## src/rtl/bus_hold_pkg.sv

```systemverilog
package bus_hold_pkg;

   // Ownership states of the external bus
   typedef enum logic [2:0] {
      HB_OWN     = 3'd0,   // local CPU owns the bus, drivers on
      HB_DRAIN   = 3'd1,   // hold seen, waiting for running cycle to end
      HB_FLOAT   = 3'd2,   // drivers off, acknowledge not yet given
      HB_GRANT   = 3'd3,   // outside master owns the bus
      HB_RECLAIM = 3'd4    // acknowledge dropped, drivers still off
   } hb_state_t;

   function automatic int blk_width(input int n);
      return (n > 1) ? $clog2(n) : 1;
   endfunction

endpackage

```

## src/rtl/hold_req_sync.sv

```systemverilog
module hold_req_sync #(
   parameter int STAGES = 2
) (
   input  logic clk,
   input  logic rst_n,
   input  logic async_in,
   output logic sync_out
);

   generate
      if (STAGES < 2) begin : g_bad_stages
         $error("hold_req_sync: STAGES must be at least 2");
      end
   endgenerate

   logic [STAGES-1:0] chain_q;

   always_ff @(posedge clk or negedge rst_n) begin
      if (!rst_n) begin
         chain_q <= '0;
      end else begin
         chain_q <= {chain_q[STAGES-2:0], async_in};
      end
   end

   assign sync_out = chain_q[STAGES-1];

endmodule

```

## src/rtl/bus_cycle_track.sv

```systemverilog
module bus_cycle_track #(
   parameter int NUM_CS = 2,
   parameter int BLK_W  = 1
) (
   input  logic              clk,
   input  logic              rst_n,
   input  logic              start_req,
   input  logic              grant,
   input  logic [BLK_W-1:0]  blk,
   input  logic              done,
   output logic              cyc_active,
   output logic [NUM_CS-1:0] cs
);

   logic accept;
   logic finish;

   assign accept = start_req && grant && !cyc_active;
   assign finish = cyc_active && done;

   always_ff @(posedge clk or negedge rst_n) begin
      if (!rst_n) begin
         cyc_active <= 1'b0;
      end else if (accept) begin
         cyc_active <= 1'b1;
      end else if (finish) begin
         cyc_active <= 1'b0;
      end
   end

   // One select flop per memory block
   generate
      for (genvar g = 0; g < NUM_CS; g++) begin : g_cs
         always_ff @(posedge clk or negedge rst_n) begin
            if (!rst_n) begin
               cs[g] <= 1'b0;
            end else if (accept) begin
               cs[g] <= (blk == BLK_W'(g));
            end else if (finish) begin
               cs[g] <= 1'b0;
            end
         end
      end
   endgenerate

   AST_CS_ONEHOT: assert property (@(posedge clk) disable iff (!rst_n)
      $onehot0(cs));
   AST_CS_IDLE: assert property (@(posedge clk) disable iff (!rst_n)
      !cyc_active |-> (cs == '0));
   AST_CS_HOLDS: assert property (@(posedge clk) disable iff (!rst_n)
      (cyc_active && !done) |=> $stable(cs));

endmodule

```

## src/rtl/hold_fsm.sv

```systemverilog
module hold_fsm
   import bus_hold_pkg::*;
(
   input  logic clk,
   input  logic rst_n,
   input  logic req_s,
   input  logic cyc_active,
   input  logic cyc_done,
   output logic bus_oe,
   output logic hold_ack,
   output logic cpu_grant
);

   hb_state_t st_q, st_d;

   always_comb begin
      st_d = st_q;
      case (st_q)
         HB_OWN: begin
            if (req_s) begin
               st_d = (cyc_active && !cyc_done) ? HB_DRAIN : HB_FLOAT;
            end
         end
         HB_DRAIN: begin
            if (!req_s) begin
               st_d = HB_OWN;
            end else if (cyc_done) begin
               st_d = HB_FLOAT;
            end
         end
         HB_FLOAT:   st_d = req_s ? HB_GRANT : HB_OWN;
         HB_GRANT: begin
            if (!req_s) begin
               st_d = HB_RECLAIM;
            end
         end
         HB_RECLAIM: st_d = HB_OWN;
         default:    st_d = HB_OWN;
      endcase
   end

   always_ff @(posedge clk or negedge rst_n) begin
      if (!rst_n) begin
         st_q <= HB_OWN;
      end else begin
         st_q <= st_d;
      end
   end

   assign bus_oe    = (st_q == HB_OWN) || (st_q == HB_DRAIN);
   assign hold_ack  = (st_q == HB_GRANT);
   assign cpu_grant = (st_q == HB_OWN) && !req_s;

   AST_ACK_FLOATED: assert property (@(posedge clk) disable iff (!rst_n)
      hold_ack |-> !bus_oe);
   AST_ACK_AFTER_FLOAT: assert property (@(posedge clk) disable iff (!rst_n)
      $rose(hold_ack) |-> $past(!bus_oe));
   AST_ACK_NEEDS_REQ: assert property (@(posedge clk) disable iff (!rst_n)
      $rose(hold_ack) |-> $past(req_s));
   AST_ACK_DROPS_FIRST: assert property (@(posedge clk) disable iff (!rst_n)
      $fell(hold_ack) |-> !bus_oe);
   AST_DRIVERS_BACK: assert property (@(posedge clk) disable iff (!rst_n)
      $fell(hold_ack) |=> bus_oe);

endmodule

```

## src/rtl/bus_hold_arbiter.sv

```systemverilog
module bus_hold_arbiter
   import bus_hold_pkg::*;
#(
   parameter int NUM_CS      = 2,
   parameter int SYNC_STAGES = 2,
   parameter int BLK_W       = blk_width(NUM_CS)
) (
   input  logic              clk,
   input  logic              rst_n,
   input  logic              hold_req_async,
   input  logic              cyc_start,
   input  logic [BLK_W-1:0]  cyc_blk,
   input  logic              cyc_done,
   output logic              bus_oe,
   output logic              hold_ack,
   output logic              cpu_grant,
   output logic              cyc_active,
   output logic [NUM_CS-1:0] cs
);

   generate
      if (NUM_CS < 1) begin : g_bad_cs
         $error("bus_hold_arbiter: NUM_CS must be at least 1");
      end
      if (BLK_W < blk_width(NUM_CS)) begin : g_bad_blk
         $error("bus_hold_arbiter: BLK_W too narrow for NUM_CS");
      end
   endgenerate

   logic req_s;

   hold_req_sync #(
      .STAGES (SYNC_STAGES)
   ) u_sync (
      .clk      (clk),
      .rst_n    (rst_n),
      .async_in (hold_req_async),
      .sync_out (req_s)
   );

   hold_fsm u_fsm (
      .clk        (clk),
      .rst_n      (rst_n),
      .req_s      (req_s),
      .cyc_active (cyc_active),
      .cyc_done   (cyc_done),
      .bus_oe     (bus_oe),
      .hold_ack   (hold_ack),
      .cpu_grant  (cpu_grant)
   );

   bus_cycle_track #(
      .NUM_CS (NUM_CS),
      .BLK_W  (BLK_W)
   ) u_track (
      .clk        (clk),
      .rst_n      (rst_n),
      .start_req  (cyc_start),
      .grant      (cpu_grant),
      .blk        (cyc_blk),
      .done       (cyc_done),
      .cyc_active (cyc_active),
      .cs         (cs)
   );

   AST_NO_FLOAT_MIDCYCLE: assert property (@(posedge clk) disable iff (!rst_n)
      cyc_active |-> bus_oe);
   AST_START_BLOCKED: assert property (@(posedge clk) disable iff (!rst_n)
      (cyc_start && !cpu_grant && !cyc_active) |=> !cyc_active);
   AST_GRANT_OFF: assert property (@(posedge clk) disable iff (!rst_n)
      (hold_ack || !bus_oe) |-> !cpu_grant);

endmodule

```

## config.mk

```make
export PLATFORM = sky130hd
export DESIGN_NAME = bus_hold_arbiter
export DESIGN_NICKNAME = d
export VERILOG_FILES = /design/src/rtl/bus_hold_pkg.sv /design/src/rtl/hold_req_sync.sv /design/src/rtl/bus_cycle_track.sv /design/src/rtl/hold_fsm.sv /design/src/rtl/bus_hold_arbiter.sv
export SDC_FILE = /design/constraint.sdc
export NUM_CORES = 1
export LEC_CHECK = 0
export ABC_AREA = 1
export BUFFER_PORTS_ARGS = -buffer_cell sky130_fd_sc_hd__buf_4
export CELL_PAD_IN_SITES_DETAIL_PLACEMENT = 1
export CELL_PAD_IN_SITES_GLOBAL_PLACEMENT = 1
export CORE_AREA = 3 3 46 48
export CTS_BUF_LIST = sky130_fd_sc_hd__clkbuf_4 sky130_fd_sc_hd__clkbuf_8
export DETAILED_ROUTE_END_ITERATION = 8
export DIE_AREA = 0 0 49 51
export PLACE_DENSITY = 0.57
export RECOVER_POWER = 25
export SLEW_MARGIN = 5
export SYNTH_ARGS = -nofsm -noshare
export SYNTH_HDL_FRONTEND = slang
export SYNTH_HIERARCHICAL = 1
export SYNTH_SLANG_ARGS = --single-unit
```

## constraint.sdc

```tcl
create_clock -name clk -period 1.3 [get_ports clk]
set_input_delay 0.26 -clock clk [delete_from_list [all_inputs] [get_ports clk]]
set_output_delay 0.26 -clock clk [all_outputs]
set_load 0.05 [all_outputs]
```

==> flow_summary_export.csv <==
group,metric,value,unit
cells_and_area,fin_nets,82,
worst_setup_path,crit_chain,"nor2_4 > nand3_4 > clkinvlp_4 > buf_8",
synthesis,syn_nets,61,
sta,timing.hold.ws,0.138,ns
synthesis,synth-seq-area-share,46.9,%
min_path,min-delay-start,"hold_req_async",
worst_setup_path,start_kind,"flip-flop",
floorplan,start_util,24.4,%
synthesis,synth_area,427,um^2
clocking,cts_tree,"done",
sta,hold_viol,0,
detailed_routing,drc_errors,0,
floorplan,ios,12,
synthesis,yosysWarnings,6,
clocking,cts_buffers,3,
min_path,min_path_type,"in -> reg",
pwr,ir_drop,828,uV
detailed_routing,via_per_inst,4.13,
outcome,violations,"negative setup slack",
detailed_routing,first_pass_iters,4,
placement,hpwlAfterDp,820,um
clocking,htree_levels,1,
global_routing,groute.usage.overall,10.3,%
sta,rsz0062_at_grt,"yes",
worst_setup_path,critPathKind,"reg -> out",
sta,setup_viol,3,
sta,finalCritPeriodShare,110,%
sta,setup-tns-final,-0.332,ns
global_routing,grt_max_degree,9,
detailed_routing,wl_per_cell,11.5,um
sta,tightest_slew,0.451,ns
sta,fin_skew,0.0186,ns
placement,place_congestion,0.770,
synthesis,synth_cell_types,15,
pwr,leakage,0.000330,uW
sta,relSlewSlack,69.9,%
clocking,clock_latency,0.27,ns
synthesis,synth_commonest_cells,"nand2_1 (19), dfrtp_1 (8), inv_1 (7)",
synthesis,netlist_instances,55,
worst_setup_path,crit_buf_inv,2,
synthesis,synth_edf_count,0,
clocking,ctsLongestPathBuffers,2,
synthesis,yosysMostFrequentCell,"nand2_1",
floorplan,die_w,49,um
outcome,status,"complete, but fails checks",
worst_setup_path,slowest_stage,"dfrtp_2",
pwr,power_density,2480,mW/mm^2
worst_setup_path,cp.arrival,1.17,ns
synthesis,synthTopCellsByArea,"dfrtp_1 (47%), nand2_1 (17%), inv_1 (6.2%), nand3_1 (5.9%), nand3_4 (4.1%)",
global_routing,grt_pass1_wl,1840,um
sta,setup_slack,-0.133,ns
cells_and_area,syn_to_final_growth,50.7,%
global_routing,grt_pass1_vias,412,
detailed_routing,num_vias,409,
worst_setup_path,critPathTopFamily,"flip-flops",
worst_setup_path,end_kind,"output port",
detailed_routing,drtIter0Drc,7,
clocking,cts.clk_slew.worst_paths,0.07,ns
clocking,clkSinkCount,8,
synthesis,synthFlopType,"dfrtp_1",
cells_and_area,diodes,0,
sta,maxSlewViolCount,0,
job,maxCapViolCount,0,
worst_setup_path,cp_max_fo,3,
clocking,root_buffer,"clkbuf_4",
floorplan,fp.dieArea,0.00250,mm^2
cells_and_area,drive_gt1_share,40.5,%
sta,clock.fmax,0.698,GHz
worst_setup_path,crit_required,1.04,ns
synthesis,synth_top_area_share,46.9,%
synthesis,yosys.area.top_type,"dfrtp_1",
sta,min_period,1.43,ns
global_routing,grt_remaining_overflow,0,
worst_setup_path,slowest_delay,0.45,ns
global_routing,antenna_found_initial,0,
synthesis,synth.avg_cell_area,7.76,um^2
worst_setup_path,timing.critical_path.from,"u_fsm/st_q[2]$_DFFE_PN0P_",
floorplan,die_h,51,um
synthesis,yosys_register_bits,8,
detailed_routing,ant_nets,0,
synthesis,async_reset_ff_share,100,%
floorplan,num_rows,15,
placement,portBuffers,11,
worst_setup_path,r2r_setup_slack,0.03,ns
floorplan,coreArea,0.00175,mm^2
detailed_routing,totalWireLength,1140,um
worst_setup_path,timing.rr.start,"u_fsm/st_q[2]$_DFFE_PN0P_",
[routing by layer]
metal / GRT usage, % / wire, um / vias up
li1: - / - / 205
met1: 10.9 / 491 / 192
met2: 17.0 / 581 / 8
met3: 2.92 / 42 / 4
met4: 8.53 / 28 / 0
met5: 0 / 0 / -
[flip-flops by register name (all words and copies together), names as in the netlist]
register / count
u_sync/chain_q: 2
u_fsm/st_q: 3
u_track/cs: 2
u_track/cyc_active: 1
[final timing paths]
| kind | endpoint | cells past startpoint |
|---|---|---|
| worst max-delay path | cpu_grant | 4 |
| worst min-delay path | u_sync/chain_q[0]$_DFF_PN0_ | 1 |
| min in group asynchronous | u_fsm/st_q[1]$_DFFE_PN0P_ | 2 |
| worst min register to register | u_sync/chain_q[1]$_DFF_PN0_ | 0 |
| worst max register to register | u_fsm/st_q[1]$_DFFE_PN0P_ | 8 |
| max in group asynchronous | u_fsm/st_q[0]$_DFFE_PN0P_ | 2 |
[cell type report]
class                   instances  area (um^2)
fillers                       223         1100
flip-flops and latches          8          203
repair buffers                 16          138
multi-input cells              37          205
well taps                      25         31.3
clock buffers                   3         22.5
inverters                      10         43.8
[cells in the final DEF (no fill, tap or decap), drive strengths merged]
cell / synthesis / routed
clkinvlp: 0 / 1
o21ai: 2 / 2
nand2: 20 / 20
buf: 0 / 13
inv: 10 / 9
nor2: 5 / 5
nand4: 1 / 1
and2: 1 / 1
dfrtp: 8 / 8
dlygate4sd3: 0 / 1
nor3: 1 / 1
nand3: 7 / 7
clkbuf: 0 / 5
[logic make-up (layout without fill, tap and decap cells)]
logic type	count (synthesis)	in the layout	synth area share, %
AO/OA/AOI/OAI	2	2	2.35
buffers and inverters	10	29	8.80
flip-flops	8	8	46.9
AND/OR/NAND/NOR	35	35	41.9
[worst reg2reg max path, stage by stage (launching register included)]
cell	delay, ns
dfrtp_2	0.45
buf_4	0.16
buf_4	0.13
nor2_4	0.11
nand2_2	0.07
nand2_1	0.08
nor2_2	0.05
nand2_1	0.07
nand2_1	0.05
[power breakdown]
group / internal, uW / leakage (uW) / switching, uW / total [uW]
combinational: 358 / 0.000218 / 626 / 984
sequential: 330 / 0.0000978 / 80.2 / 410
clock: 106 / 0.0000138 / 94.4 / 200
[timing repair]
| action | CTS | global route |
|---|---|---|
| setup endpoints to repair | 3 | 5 |
| pin swaps | 1 | 3 |
| hold endpoints to repair | 8 | 0 |
| setup buffers | 2 | 1 |
| gates resized for setup | 6 | 4 |
| cloned | 0 | 0 |
| hold buffers | 1 | 0 |
[through the flow]
stage | setup slack, ns | cells | area [um^2] | utilization (%) | power [uW]
after floorplan | -0.228 | 55 | 435 | - | 1010
after global placement | 0.111 | 92 | 557 | 31.9 | 1260
after detailed placement | 0.0804 | 92 | 557 | 31.9 | 1260
after CTS | -0.153 | 98 | 624 | 35.8 | 1550
after global routing | -0.190 | 99 | 643 | 36.8 | 1720
final | -0.133 | 99 | 643 | 36.8 | 1590
(Power assumes the default switching activity.)
